===== config.mk =====
export PLATFORM = sky130hd
export DESIGN_NAME = ctx_tlb
export DESIGN_NICKNAME = d
export VERILOG_FILES = /design/src/rtl/ctx_tlb.sv
export SDC_FILE = /design/constraint.sdc
export NUM_CORES = 2
export LEC_CHECK = 0
export BUFFER_PORTS_ARGS = -buffer_cell sky130_fd_sc_hd__buf_2
export CAP_MARGIN = 20
export CORE_MARGIN = 3
export CORE_UTILIZATION = 55
export CTS_CLUSTER_DIAMETER = 40
export DETAILED_ROUTE_END_ITERATION = 8
export MAX_ROUTING_LAYER = met4
export PLACE_DENSITY = 0.83
export SLEW_MARGIN = 20
export SYNTH_ARGS = -nofsm -noshare
export SYNTH_HDL_FRONTEND = slang
export SYNTH_SLANG_ARGS = --single-unit

===== constraint.sdc =====
create_clock -name clk -period 7.9 [get_ports clk]
set_input_delay 1.58 -clock clk [delete_from_list [all_inputs] [get_ports clk]]
set_output_delay 1.58 -clock clk [all_outputs]
set_load 0.005 [all_outputs]

===== src/rtl/ctx_tlb.sv =====
module ctx_tlb #(
  parameter int ENTRIES = 16,
  parameter int VA_W    = 32,
  parameter int PA_W    = 32,
  parameter int PG_W    = 12,
  parameter int CTX_W   = 4,
  localparam int VPN_W  = VA_W - PG_W,
  localparam int PPN_W  = PA_W - PG_W
) (
  input  logic             clk,
  input  logic             rst,
  input  logic [VA_W-1:0]  lk_vaddr,
  input  logic [CTX_W-1:0] lk_ctx,
  input  logic             lk_write,
  output logic             lk_hit,
  output logic [PA_W-1:0]  lk_paddr,
  output logic             lk_fault,
  output logic             lk_dirty_req,
  output logic             lk_accessed,
  input  logic             fill_en,
  input  logic [VPN_W-1:0] fill_vpn,
  input  logic [CTX_W-1:0] fill_ctx,
  input  logic             fill_global,
  input  logic [PPN_W-1:0] fill_ppn,
  input  logic             fill_writable,
  input  logic             fill_accessed,
  input  logic             fill_dirty,
  input  logic             inv_page,
  input  logic             inv_all,
  input  logic [VA_W-1:0]  inv_vaddr
);
  localparam int IDX_W = (ENTRIES > 1) ? $clog2(ENTRIES) : 1;

  logic [ENTRIES-1:0] val, glb, wok, acc, drt;
  logic [VPN_W-1:0]   vpn [ENTRIES];
  logic [CTX_W-1:0]   ctx [ENTRIES];
  logic [PPN_W-1:0]   ppn [ENTRIES];
  logic [IDX_W-1:0]   ptr, ptr_nxt;

  wire [VPN_W-1:0] lk_vpn  = lk_vaddr[VA_W-1:PG_W];
  wire [VPN_W-1:0] inv_vpn = inv_vaddr[VA_W-1:PG_W];

  logic [ENTRIES-1:0] lk_m, fl_m;
  logic               lk_any, fl_any;
  logic [IDX_W-1:0]   lk_sel, fl_sel, wr_idx;

  always_comb begin
    for (int i = 0; i < ENTRIES; i++) begin
      lk_m[i] = val[i] && vpn[i] == lk_vpn && (glb[i] || ctx[i] == lk_ctx);
      fl_m[i] = val[i] && vpn[i] == fill_vpn && glb[i] == fill_global
                && (fill_global || ctx[i] == fill_ctx);
    end
    lk_any = 1'b0; lk_sel = '0;
    fl_any = 1'b0; fl_sel = '0;
    for (int i = ENTRIES - 1; i >= 0; i--) begin
      if (lk_m[i]) begin lk_any = 1'b1; lk_sel = IDX_W'(i); end
      if (fl_m[i]) begin fl_any = 1'b1; fl_sel = IDX_W'(i); end
    end
  end

  assign lk_fault     = lk_any & lk_write & ~wok[lk_sel];
  assign lk_dirty_req = lk_any & lk_write & wok[lk_sel] & ~drt[lk_sel];
  assign lk_hit       = lk_any & ~lk_dirty_req;
  assign lk_accessed  = lk_any & acc[lk_sel];
  assign lk_paddr     = {ppn[lk_sel], lk_vaddr[PG_W-1:0]};

  assign ptr_nxt = (ptr == IDX_W'(ENTRIES - 1)) ? '0 : ptr + 1'b1;
  assign wr_idx  = fl_any ? fl_sel : ptr;

  always_ff @(posedge clk) begin
    if (rst) begin
      val <= '0;
      ptr <= '0;
    end else if (inv_all) begin
      val <= '0;
    end else if (inv_page) begin
      for (int i = 0; i < ENTRIES; i++)
        if (vpn[i] == inv_vpn) val[i] <= 1'b0;
    end else if (fill_en) begin
      val[wr_idx] <= 1'b1;
      glb[wr_idx] <= fill_global;
      wok[wr_idx] <= fill_writable;
      acc[wr_idx] <= fill_accessed;
      drt[wr_idx] <= fill_dirty;
      vpn[wr_idx] <= fill_vpn;
      ctx[wr_idx] <= fill_ctx;
      ppn[wr_idx] <= fill_ppn;
      if (!fl_any) ptr <= ptr_nxt;
    end
  end


  dirty_req_excl_chk: assert property (@(posedge clk) disable iff (rst)
    lk_dirty_req |-> (!lk_hit && lk_write));

  fault_on_write_chk: assert property (@(posedge clk) disable iff (rst)
    lk_fault |-> (lk_write && lk_hit));

  flush_clears_chk: assert property (@(posedge clk) disable iff (rst)
    inv_all |=> (val == '0));

  reset_clears_chk: assert property (@(posedge clk)
    rst |=> (val == '0 && ptr == '0));

  inv_blocks_fill_chk: assert property (@(posedge clk) disable iff (rst)
    ((inv_page || inv_all) && fill_en) |=> $stable(ptr));

  generate
    for (genvar g = 0; g < ENTRIES; g++) begin : g_inv

      page_dropped_chk: assert property (@(posedge clk) disable iff (rst)
        inv_page |=> !(val[g] && vpn[g] == $past(inv_vpn)));
    end
  endgenerate
endmodule


==> summary.md <==
| Metric | Value |
|---|---|
| Status | `finished, final reports clean` |
| Layout cells sized above 1 | `15.0%` |
| Minimum clock period | `7.60 ns` |
| Post-CTS Setup Bufs | `0` |
| Slew Viols, Final | `0` |
| Top-count cell post-synth | `edfxtp_1` |
| Clock Skew | `0.0496 ns` |
| Synthesized instance count | `2999` |
| Slew headroom | `23.3%` |
| CTS resizes | `0` |
| Area of the multi-input gates | `16700 um^2` |
| Core area | `73600 um^2` |
| Setup TNS | `0 ns` |
| CTS sink count | `788` |
| RSZ-0062 raised after global routing | `no` |
| DRT Pass-1 Iters | `7` |
| DR vias | `27300` |
| Switching part of the total | `24.1%` |
| R2R depth | `11` |
| Worst hold path type | `flip-flop to flip-flop` |
| CTS Buf Count | `110` |
| Fraction of registers with async set or reset after synthesis | `0%` |
| Tot GR Track Use | `34.1%` |
| Io pins | `158` |
| Reg-to-Reg End | `glb[11]` |
| Routed WL per cell | `31.0 um` |
| Pint | `7.81 mW` |
| First-pass GRT wire length | `187000 um` |
| IO Port Bufs | `121` |
| DRC Markers | `0` |
| Die ar. | `78300 um^2` |
| Total chip power | `10.3 mW` |
| Final setup violation count | `0` |
| Netlist cell types | `57` |
| Top post-synthesis cells by area | `edfxtp_1 (56%), xnor2_1 (12%), xor2_1 (11%)` |
| Worst hold stages | `1` |
| Post-Place Worst Slack | `0.485 ns` |
| Initial antenna violation count | `3` |
| Via/cell ratio | `6.45` |
| Total gr overflow | `0` |
| Launching point of the worst reg2reg path | `vpn[11][1]` |
| Logic pwr share | `6.7%` |
| Sequential share of power | `44.8%` |
| Largest net degree at the start of global routing | `47` |
| HPWL Detailed | `82500 um` |
| Post-route setup slack | `0.303 ns` |
| Nets | `3291` |
| Worst IR Drop VDD | `0.000226 V` |
| R2R Setup Slk | `3.30 ns` |
| Worst hold start | `val[6]` |
| Psw | `2.48 mW` |
| CTS Buffer Depth | `3` |
| WS Path Type | `input port to primary output` |
| Hold-fix buffers at CTS | `0` |
| Fill cells | `5340` |
| Number of enable flip-flop cells after synthesis | `768` |
| Leak Pwr | `15.5 nW` |
| Area growth syn-to-layout | `13.8%` |
| Syn Std Cell Area | `41300 um^2` |
| Register area | `23500 um^2` |
| Die width | `280 um` |
| H-tree levels | `3` |
| Crit-path max FO | `16` |
| Setup crit end kind | `primary output` |
| Top FF cell, synth | `edfxtp_1` |
| Avg Inst Size Synth | `13.8 um^2` |
| Routed Antenna Nets | `0` |
| MaxCap Viol Count | `0` |
| # rows | `99` |
| Clk root buf | `clkbuf_16` |
| Worst-skew pair later-pin latency | `0.70 ns` |
| Sequential share of the synthesized area | `56.9%` |
| Yosys top cell area share | `55.9%` |
| Pwr per Cell Area | `219 nW/um^2` |
| Leading area contributor after synthesis | `edfxtp_1` |
| #FFs+latches synth | `788` |
| Worst Hold End | `val[6]` |
| Initial core utilization | `56.1%` |
| CP Data Arrival Time | `6.02 ns` |
| Clock power frac | `48.6%` |
| Synth warn | `0` |
| Vias in the first global route | `27500` |
| Hold Fails Final Rpt | `0` |
| 1st-iter DRT viols | `3281` |
| RD Place Congestion | `1.02` |
| Top post-synthesis cells by count | `edfxtp_1 (768), xnor2_1 (562), xor2_1 (524)` |
| Die Ht | `280 um` |
| Crit start category | `input port` |
| FMAX | `0.132 GHz` |
| Final worst-path cycle share | `96.2%` |
| CTS tree | `built` |
| Syn_nets | `3122` |
| Final WL | `131000 um` |
| Critical path required time | `6.32 ns` |
| Clock slew at reported path FFs | `0.06 ns` |
| Worst-Margin Slew | `1.15 ns` |
==> stage by stage <==
step	hold WS [ns]	std cells	cell area (um^2)	util, %
6_report	0.514	4228	46900	63.8
5_1_grt	0.538	4225	46900	63.8
4_1_cts	0.515	4222	46900	63.8
3_5_place_dp	0.502	4015	43100	58.6
3_3_place_gp	0.489	4015	43100	58.6
2_1_floorplan	0.477	2999	41300	-
==> power by group through the flow <==
stage                     logic (mW)  registers (mW)  clock network, mW
final                          0.687            4.60               5.00
after global routing           0.703            4.60               5.21
after CTS                      0.662            4.60               5.03
after detailed placement       0.657            4.69                  0
after global placement         0.645            4.69                  0
after floorplan                0.386            4.69                  0
==> per-layer routing <==
layer	vias to the layer above	GRT usage, %	wire (um)
met5	-	-	0
met1	13500	42.3	47400
met3	550	6.44	14700
li1	11300	-	-
met2	1955	51.1	58500
met4	0	23.3	10500
==> critical path: stages <==
cell and delay, ns:
buf_2 0.51, xor2_1 0.17, nor4_1 0.39, nand4_1 0.17
or4_1 0.58, and2_4 0.24, a221o_1 0.34, a31oi_2 0.23
a2bb2oi_4 0.52, buf_4 0.42, mux2i_1 0.28, mux2i_1 0.12
mux2i_1 0.25, buf_2 0.18
==> registers in the layout (all words and copies together), names as in the netlist <==
register / flops
ppn: 320
vpn: 320
ctx: 64
acc: 16
drt: 16
glb: 16
val: 16
wok: 16
ptr: 4
==> worst max-delay path by stage <==
stage	startpoint	endpoint	slack (ns)
final	lk_vaddr[19]	lk_paddr[24]	0.30
after global routing	lk_vaddr[19]	lk_paddr[31]	0.19
after CTS	lk_vaddr[19]	lk_paddr[24]	0.42
after detailed placement	lk_vaddr[19]	lk_paddr[31]	0.48
after global placement	lk_vaddr[19]	lk_paddr[20]	0.56
after floorplan	fill_global	ctx[13][0]	0.79
==> final cells by class <==
type / count / area share [%]
Sequential cell: 788 / 50.0
Multi-Input combinational cell: 2011 / 35.5
Clock buffer: 124 / 6.00
Timing Repair Buffer: 249 / 3.74
Tap cell: 959 / 2.56
Clock inverter: 83 / 2.13
Inverter: 8 / 0.0640
Antenna cell: 6 / 0.0320
==> cells by family (layout without fill, tap and decap cells) <==
group | after synthesis | after routing | synth area share (%)
flops | 788 | 788 | 56.9
fa+ha+maj | 1 | 1 | 0.0303
simple gates | 478 | 478 | 6.63
mux | 345 | 345 | 8.38
buf+inv | 200 | 464 | 3.09
other cells | 0 | 6 | 0
xor+xnor | 1086 | 1086 | 23.1
compound gates | 101 | 101 | 1.95
==> cells in the final DEF (no fill, tap or decap), types with 20 or more instances in the layout <==
master,count
a41oi_1,26
nor4_1,128
nand2_1,34
xor2_1,524
nor3_1,52
mux2i_1,343
nor2_1,34
clkinvlp_4,21
nand4_1,131
clkbuf_16,110
buf_4,113
buf_2,121
dfxtp_1,20
nand3_1,34
xnor2_1,562
edfxtp_1,768
No activity file was read; power rests on OpenSTA's default activity.
